`src/rtl/listen_sequencer.sv`:
```
`timescale 1ns/1ps
module listen_sequencer #(
  parameter int COEF_W   = 8,
  parameter int RES_W    = 2,
  parameter int RES_STEP = 2,
  parameter int TO_W     = 8,
  parameter int TO_SHIFT = 4
) (
  input  logic              clk,
  input  logic              rst_n,
  input  logic              listen_en,
  input  logic              host_stby,
  input  logic              slow_tick,
  input  logic              bit_tick,
  input  logic              rssi_hit,
  input  logic              sync_hit,
  input  logic              payload_rdy,
  input  logic              keep_sel,
  input  logic [COEF_W-1:0] idle_coef,
  input  logic [RES_W-1:0]  idle_res,
  input  logic [COEF_W-1:0] rx_coef,
  input  logic [RES_W-1:0]  rx_res,
  input  logic [TO_W-1:0]   start_to,
  input  logic [TO_W-1:0]   rssi_to,
  output logic [1:0]        mode_req,
  output logic              fifo_clr,
  output logic              timeout_irq
);
  localparam int PH_W = COEF_W + ((1 << RES_W) - 1) * RES_STEP;
  localparam int TC_W = TO_W + TO_SHIFT;

  typedef enum logic [1:0] {S_STBY = 2'd0, S_IDLE = 2'd1, S_WIN = 2'd2, S_HOLD = 2'd3} st_t;

  st_t             st, nxt;
  logic [PH_W-1:0] ph, ph_lim;
  logic [TC_W-1:0] rxs_cnt, sig_cnt, start_lim, sig_lim;
  logic            seen, in_rx, ph_end, crit, start_fire, sig_fire, wake, fire;

  function automatic logic [PH_W-1:0] span(input logic [COEF_W-1:0] c, input logic [RES_W-1:0] r);
    logic [PH_W-1:0] base;
    base = (c == '0) ? PH_W'(1) : PH_W'(c);
    return base << (int'(r) * RES_STEP);
  endfunction

  assign ph_lim    = (st == S_IDLE) ? span(idle_coef, idle_res) : span(rx_coef, rx_res);
  assign ph_end    = slow_tick && (ph >= ph_lim - PH_W'(1));
  assign in_rx     = (st == S_WIN) || (st == S_HOLD);
  assign start_lim = {start_to, {TO_SHIFT{1'b0}}};
  assign sig_lim   = {rssi_to, {TO_SHIFT{1'b0}}};
  assign crit      = keep_sel ? ((seen || rssi_hit) && sync_hit) : rssi_hit;

  assign start_fire = (st == S_WIN) && (start_to != '0) && bit_tick && !seen && !rssi_hit &&
                      (rxs_cnt >= start_lim - TC_W'(1));
  assign sig_fire   = in_rx && (rssi_to != '0) && bit_tick && seen &&
                      (sig_cnt >= sig_lim - TC_W'(1));

  assign mode_req = (st == S_STBY) ? 2'd0 : (st == S_IDLE) ? 2'd1 : 2'd2;

  always_comb begin
    nxt  = st;
    wake = 1'b0;
    fire = 1'b0;
    if (!listen_en) nxt = S_STBY;
    else begin
      case (st)
        S_STBY: if (host_stby) nxt = S_IDLE;
        S_IDLE: if (ph_end) begin nxt = S_WIN; wake = 1'b1; end
        S_WIN: begin
          if (crit) nxt = S_HOLD;
          else if (start_fire || sig_fire) begin nxt = S_IDLE; fire = 1'b1; end
          else if (ph_end) nxt = S_IDLE;
        end
        default: begin
          if (payload_rdy) nxt = S_IDLE;
          else if (sig_fire) begin nxt = S_IDLE; fire = 1'b1; end
        end
      endcase
    end
  end

  always_ff @(posedge clk or negedge rst_n) begin
    if (!rst_n) begin
      st          <= S_STBY;
      fifo_clr    <= 1'b0;
      timeout_irq <= 1'b0;
      ph          <= '0;
      rxs_cnt     <= '0;
      sig_cnt     <= '0;
      seen        <= 1'b0;
    end else begin
      st          <= nxt;
      fifo_clr    <= wake;
      timeout_irq <= fire;

      if (nxt != st || st == S_STBY) ph <= '0;
      else if (slow_tick && (st == S_IDLE || st == S_WIN)) ph <= ph + PH_W'(1);

      if (st != S_WIN) rxs_cnt <= '0;
      else if (bit_tick && !seen && !rssi_hit) rxs_cnt <= rxs_cnt + TC_W'(1);

      if (!in_rx) begin
        seen    <= 1'b0;
        sig_cnt <= '0;
      end else if (rssi_hit && !seen) begin
        seen    <= 1'b1;
        sig_cnt <= '0;
      end else if (seen && bit_tick && !sig_fire) begin
        sig_cnt <= sig_cnt + TC_W'(1);
      end
    end
  end

  p_entry_needs_stby_r2: assert property (@(posedge clk) disable iff (!rst_n)
    (mode_req == 2'd1 && $past(mode_req) == 2'd0) |-> $past(listen_en && host_stby));

  p_fifo_clr_wake_r5: assert property (@(posedge clk) disable iff (!rst_n)
    fifo_clr |-> (mode_req == 2'd2 && $past(mode_req) == 2'd1));

  p_pulses_apart_r5: assert property (@(posedge clk) disable iff (!rst_n)
    $onehot0({fifo_clr, timeout_irq}));

  p_payload_ends_hold_r8: assert property (@(posedge clk) disable iff (!rst_n)
    (st == S_HOLD && listen_en && payload_rdy) |=> (mode_req == 2'd1 && !timeout_irq));

  p_irq_from_rx_r9: assert property (@(posedge clk) disable iff (!rst_n)
    timeout_irq |-> (mode_req == 2'd1 && $past(mode_req) == 2'd2));

  p_hold_has_signal_r7: assert property (@(posedge clk) disable iff (!rst_n)
    (st == S_HOLD) |-> seen);

  p_disable_to_stby_r11: assert property (@(posedge clk) disable iff (!rst_n)
    !listen_en |=> (mode_req == 2'd0 && !fifo_clr && !timeout_irq));

endmodule

```
`config.mk`:
```
export PLATFORM = sky130hd
export DESIGN_NAME = listen_sequencer
export DESIGN_NICKNAME = d
export VERILOG_FILES = /design/src/rtl/listen_sequencer.sv
export SDC_FILE = /design/constraint.sdc
export NUM_CORES = 1
export LEC_CHECK = 0
export ABC_AREA = 1
export BUFFER_PORTS_ARGS = -buffer_cell sky130_fd_sc_hd__buf_2
export CORE_MARGIN = 2
export CORE_UTILIZATION = 64
export DETAILED_ROUTE_END_ITERATION = 10
export GPL_ROUTABILITY_DRIVEN = 1
export PLACE_DENSITY = 0.86
export SYNTH_ARGS = -nofsm -noshare
export SYNTH_HDL_FRONTEND = slang
export SYNTH_SLANG_ARGS = --single-unit
```
`constraint.sdc`:
```
create_clock -name clk -period 6.21 [get_ports clk]
set_clock_uncertainty 0.05 [all_clocks]
set_input_delay 1.242 -clock clk [delete_from_list [all_inputs] [get_ports clk]]
set_output_delay 1.242 -clock clk [all_outputs]
set_load 0.01 [all_outputs]
```
==> results.cfg, run 1 <==
[critical_path]
worst-setup-path-type = in2reg
cp-end-kind = flop
slowest_stage = ha_1
worstReg2RegStart = st[1]$_DFF_PN0_
cp.required_ns = 6.38
r2r-end = ph[5]$_DFFE_PN0P_
crit_top_cell = nand2_1
crit_arrival_ns = 4.53
cp.depth = 23
path_delay_family = simple AND/OR/NAND/NOR gates
regToRegSetupSlack_ns = 1.92
cp_max_fo = 14
r2r_cells = 23
worst-path-buf-inv = 3
worstPathCellList = buf_2, nor2_1, nand3_1, o21bai_1, nand2_1, o22ai_1, inv_1, ha_1, nand2_1, inv_1, nand3b_1, xor2_1, ha_1, nand4_1, nor3_1, nand2_1, nand3_1, nand2_1, a21oi_1, nand2_1, nand3_1, nand3_4, nor3_1
max_stage_delay_ns = 0.31
startpoint_type = input port

[global_route]
grt.busiest_layer = met2
grt_pass1_wl_mm = 16.4
antenna_found_initial = 0
grt.met1_usage = 0.367
grt_util_all_layers = 0.275
grtUsageMet2 = 0.454
grt_max_degree = 44
first_global_vias = 3810
grt-ovfl-total = 0
use_met3 = 0.0442

[yosys]
syn_nets = 683
yosys-top-cells-count = nand2_1, inv_1, nor2_1
syn_area_per_cell_um2 = 6.97
syn_area_um2 = 4150
ys_top_cells_by_area = dfrtp_1, ha_1, nand2_1
yosysTopAreaCell = dfrtp_1
synth_most_common_cell = nand2_1
yosysWarnings = 0
synth_flop_cell = dfrtp_1
synth.top_cell.area_share = 0.259
synth_seq_cells = 43
synth_edf_count = 0
ys_types = 42
yosysSeqAreaShare = 0.259
async_reset_ff_frac = 1.00
synth_cells = 595

[clock_tree]
cts_tree = done
cts_inserted_buffers = 5
cts_resized = 0
htree_levels = 2
cts_setup_buffers = 0
cts.sinks = 43
clockRootBuffer = clkbuf_8
clk-insertion-delay-late_ns = 0.30
postCtsHoldBufs = 0
clk_path_buf_depth = 2
cts.clk_slew.worst_paths_ns = 0.09

[drt]
drt-vias-per-instance = 5.57
via_count = 4034
wl_per_cell_um = 12.7
firstDrtPassIters = 5
drc = 0
wl_mm = 9.19
final_antenna_net_count = 0
initialDrtViolationCount = 287

[layout]
fin_nets = 734
n_antenna_cell = 0
drive_above_1_share = 0.134
syn_to_final_growth_pct = 9.41
seq_area_um2 = 1080
multi_input_area_um2 = 2700
fillers = 527
fin_area_um2 = 4540
final_core_util = 0.719

[run]
drv_cap = 0

[place]
port_buffers = 49
place_area_um2 = 4450
place_congestion = 0.969
dpl.hpwl_mm = 7.37

[sta]
hold_viol = 0
post-route-min-period_ns = 4.37
maxSlewHeadroom = 0.356
setup_viol = 0
rsz0062_at_grt = no
worst_pin_slew_ns = 0.965
final.period_utilization = 0.703
fmax_mhz = 229
tns_ns = 0
drv_slew = 0

[power]
total_power_w = 0.000639
ir_drop_v = 0.0000974
power.leakage_nw = 2.18
powerDensity_nw_per_um2 = 141

[outcome]
outcome = finished clean

[min_path]
min_from = rxs_cnt[2]$_DFFE_PN0P_
min_to = rxs_cnt[2]$_DFFE_PN0P_
hold_depth = 1
hp-class = reg2reg

[floorplan]
fp.coreArea_um2 = 6310
pin_count = 50
die_h_um = 84.5
die_x_um = 84.5
rows = 29
initial_core_util = 0.657
dieArea_um2 = 7140
## metal layers
| layer | share of wire | wire length (µm) |
|---|---|---|
| met1 | 0.45 | 4130 |
| met2 | 0.48 | 4390 |
| met3 | 0.053 | 487 |
| met4 | 0.019 | 179 |
| met5 | 0 | 0 |
## cell type report
class                   instances  share of cell area
clock buffers                   6              0.0160
clock inverters                 2             0.00276
inverters                      90              0.0744
multi-input cells             457               0.594
flip-flops and latches         43               0.237
well taps                      77              0.0212
repair buffers                 49              0.0540
## where the power goes
part	total [W]	internal (W)	switching (W)	leakage [nW]
clock network	0.000182	0.0000788	0.000103	0.0412
logic	0.000175	0.0000627	0.000112	1.54
registers	0.000282	0.000281	0.00000179	0.600
total	0.000639	0.000422	0.000217	2.18
## cell families (layout without fill, tap and decap cells)
family,Yosys count,count (layout),synth area share
AND/OR/NAND/NOR,289,289,0.323
AO/OA/AOI/OAI,88,88,0.120
adder cells (fa/ha/maj),42,42,0.127
XOR/XNOR,36,36,0.0760
multiplexers,2,2,0.00483
flip-flops,43,43,0.259
buffers and inverters,95,147,0.0902
## cell usage in the layout, fill, tap and decap left out, drive strengths merged
cell	count
xnor2	7
nand4	12
o22ai	8
a31oi	3
and3	1
clkbuf	6
mux2i	2
nand3b	2
or3	2
o21a	3
nand2	131
inv	89
xor2	29
a21o	2
o221ai	1
ha	42
a22o	1
dfrtp	43
a22oi	1
nor3b	3
nor3	32
nand3	28
a21oi	27
nor2	73
a211oi	1
clkinv	2
or2	2
buf	49
nor4	3
clkinvlp	1
o21bai	3
a211o	1
a221oi	2
o21ai	35
## worst max path at each step
stage                from                 to  slack (ns)
2_1_floorplan  rx_coef[5]  ph[8]$_DFFE_PN0P_        2.23
3_3_place_gp    rx_res[1]  ph[1]$_DFFE_PN0P_        1.75
3_5_place_dp    rx_res[1]  ph[5]$_DFFE_PN0P_        1.60
4_1_cts        rx_coef[5]  ph[1]$_DFFE_PN0P_        1.87
5_1_grt        rx_coef[5]  ph[6]$_DFFE_PN0P_        1.40
6_report       rx_coef[5]  ph[5]$_DFFE_PN0P_        1.84
## registers in the layout, summed over array words and instances, names as in the netlist
name	count
seen	1
ph	14
timeout_irq	1
rxs_cnt	12
sig_cnt	12
fifo_clr	1
st	2
## worst reg2reg max path: stages, from the launching register on
cell	delay (ns)
dfrtp_1	0.43
inv_1	0.20
ha_1	0.38
inv_2	0.08
nor2_2	0.20
inv_2	0.12
o22ai_1	0.26
inv_1	0.10
ha_1	0.24
nand2_1	0.11
inv_1	0.07
nand3b_1	0.10
xor2_1	0.09
ha_1	0.31
nand4_1	0.14
nor3_1	0.19
nand2_1	0.07
nand3_1	0.10
nand2_1	0.10
a21oi_1	0.17
nand2_1	0.12
nand3_1	0.13
nand3_4	0.21
nor3_1	0.23
## through the flow
stage,std cells,hold slack [ns],setup slack (ns)
2_1_floorplan,595,0.405,2.23
5_1_grt,724,0.489,1.40
4_1_cts,724,0.452,1.87
3_5_place_dp,716,0.439,1.60
3_3_place_gp,716,0.428,1.75
6_report,724,0.453,1.84
(Power assumes the default switching activity.)
==> run 2: changes to the inputs <==
Settings changed: CORE_UTILIZATION 64 to 54, PLACE_DENSITY 0.86 to 0.77.
Clock period 6.21 ns to 3.65 ns, I/O delays scaled along.
==> results.cfg, run 2 (synthesis results as in run 1) <==
[critical_path]
startpoint_type = flop
slowest_stage = dfrtp_1
worst-setup-path-type = reg2reg
crit_top_cell = nand2_2
max_stage_delay_ns = 0.41
worstPathCellList = ha_4, buf_4, nand2_4, buf_6, o221ai_1, inv_1, nand2_2, nor2_4, nand4_1, xnor2_1, ha_1, a21oi_1, nor2_1, nor2_1, nand3_2, nand2_2, nand2_1, nand2_1, nand2_1, nand2_2, nand2_2, nand2_4, nand2_4, nor3_2
cp-end-kind = flop
crit_arrival_ns = 3.91
cp_max_fo = 7
cp.required_ns = 3.82

[global_route]
grt-ovfl-total = 0
grt_util_all_layers = 0.247
first_global_vias = 4063
grt_pass1_wl_mm = 17.4
antenna_found_initial = 0
grt_max_degree = 44

[floorplan]
dieArea_um2 = 8400
die_x_um = 91.6
initial_core_util = 0.566
rows = 31
pin_count = 50
die_h_um = 91.6
fp.coreArea_um2 = 7330

[clock_tree]
cts.sinks = 43
clk_path_buf_depth = 2
cts.clk_slew.worst_paths_ns = 0.08
htree_levels = 2
cts_tree = done
clockRootBuffer = clkbuf_8
clk-insertion-delay-late_ns = 0.30
cts_inserted_buffers = 5

[place]
place_congestion = 0.870
place_ws_ns = -0.322
place_area_um2 = 4860
port_buffers = 49
dpl.hpwl_mm = 7.93

[drt]
firstDrtPassIters = 5
drc = 0
wl_per_cell_um = 13.4
wl_mm = 10.8
final_antenna_net_count = 0
drt-vias-per-instance = 5.39
initialDrtViolationCount = 205
via_count = 4351

[outcome]
outcome = finished, violations left
violations = setup timing

[sta]
hold_viol = 0
rsz0062_at_grt = yes
setup_viol = 14
fmax_mhz = 268
maxSlewHeadroom = 0.362
drv_slew = 0
post-route-min-period_ns = 3.73
final.period_utilization = 1.02
setup_ws_ns = -0.0821
worst_pin_slew_ns = 0.957
tns_ns = -0.851

[power]
internal_power_w = 0.000803
switchingPower_w = 0.000424
sw_frac_of_total = 0.345
powerDensity_nw_per_um2 = 228
power.leakage_nw = 2.53
p_clk_frac = 0.250
seqPwrFrac = 0.390
ir_drop_v = 0.000148
comb_power_share = 0.360

[layout]
fin_area_um2 = 5390
syn_to_final_growth_pct = 29.9
drive_above_1_share = 0.294
largest_register = ph
layout_common_cells = nand2_1, inv_1, nor2_1
n_antenna_cell = 0
largest_reg_flops = 14
layout_commonest_cell = nand2_1
fin_nets = 795
reg_top3 = ph x14, rxs_cnt x12, sig_cnt x12

[min_path]
hp-class = reg2reg

[run]
drv_cap = 0
-- run 2: worst max-delay path: cells and delay by family (launching register included) --
kind / cells / cell delay [ns]
fa+ha+maj: 2 / 0.48
flops: 1 / 0.41
simple gates: 16 / 1.71
compound gates: 2 / 0.31
buf+inv: 3 / 0.43
xor+xnor: 1 / 0.25
-- run 2: final timing paths --
path	from	end	slack, ns	cells after the start
worst min register to register	rxs_cnt[2]$_DFFE_PN0P_	rxs_cnt[2]$_DFFE_PN0P_	0.45	1
max in group asynchronous	rst_n	ph[12]$_DFFE_PN0P_	2.43	1
worst max register to register	st[0]$_DFF_PN0_	ph[2]$_DFFE_PN0P_	-0.08	24
worst max-delay path	st[0]$_DFF_PN0_	ph[2]$_DFFE_PN0P_	-0.08	24
min in group asynchronous	rst_n	sig_cnt[5]$_DFFE_PN0P_	0.51	1
worst min-delay path	rxs_cnt[2]$_DFFE_PN0P_	rxs_cnt[2]$_DFFE_PN0P_	0.45	1
-- run 2: stage by stage --
step | instances | hold WS (ns) | utilization | power [W]
finish | 807 | 0.451 | 0.735 | 0.00123
global route | 807 | 0.502 | 0.735 | 0.00130
CTS | 798 | 0.452 | 0.682 | 0.00116
detailed placement | 789 | 0.440 | 0.663 | 0.000844
global placement | 789 | 0.424 | 0.663 | 0.000833
floorplan | 595 | 0.384 | - | 0.000695
-- run 2: power groups by stage --
stage                     registers, W  logic [W]  clock network, W
after floorplan               0.000489   0.000206                 0
after global placement        0.000488   0.000345                 0
after detailed placement      0.000488   0.000356                 0
after CTS                     0.000479   0.000368          0.000310
after global routing          0.000479   0.000491          0.000330
final                         0.000479   0.000441          0.000307
-- run 2: per-layer routing --
| layer | global-route usage | share of wire | up-vias |
|---|---|---|---|
| met2 | 0.449 | 0.52 | 130 |
| met4 | 0.0467 | 0.015 | 0 |
| met3 | 0.0345 | 0.044 | 19 |
| li1 | - | - | 2182 |
| met1 | 0.311 | 0.42 | 2020 |
| met5 | 0 | 0 | - |
-- run 2: cell type report --
cell class	count	area, µm²
multi-input combinational	459	3030
sequential	43	1080
clock inverter	2	12.5
clock buffer	6	72.6
fill	558	1940
timing repair buffer	108	732
inverter	90	340
tap	99	124
-- run 2: repair_timing --
item	4_1_cts	5_1_grt
setup endpoints to repair	14	16
gates resized for setup	8	93
setup buffers	0	8
hold buffers	0	0
cloned	1	1
pin swaps	1	38
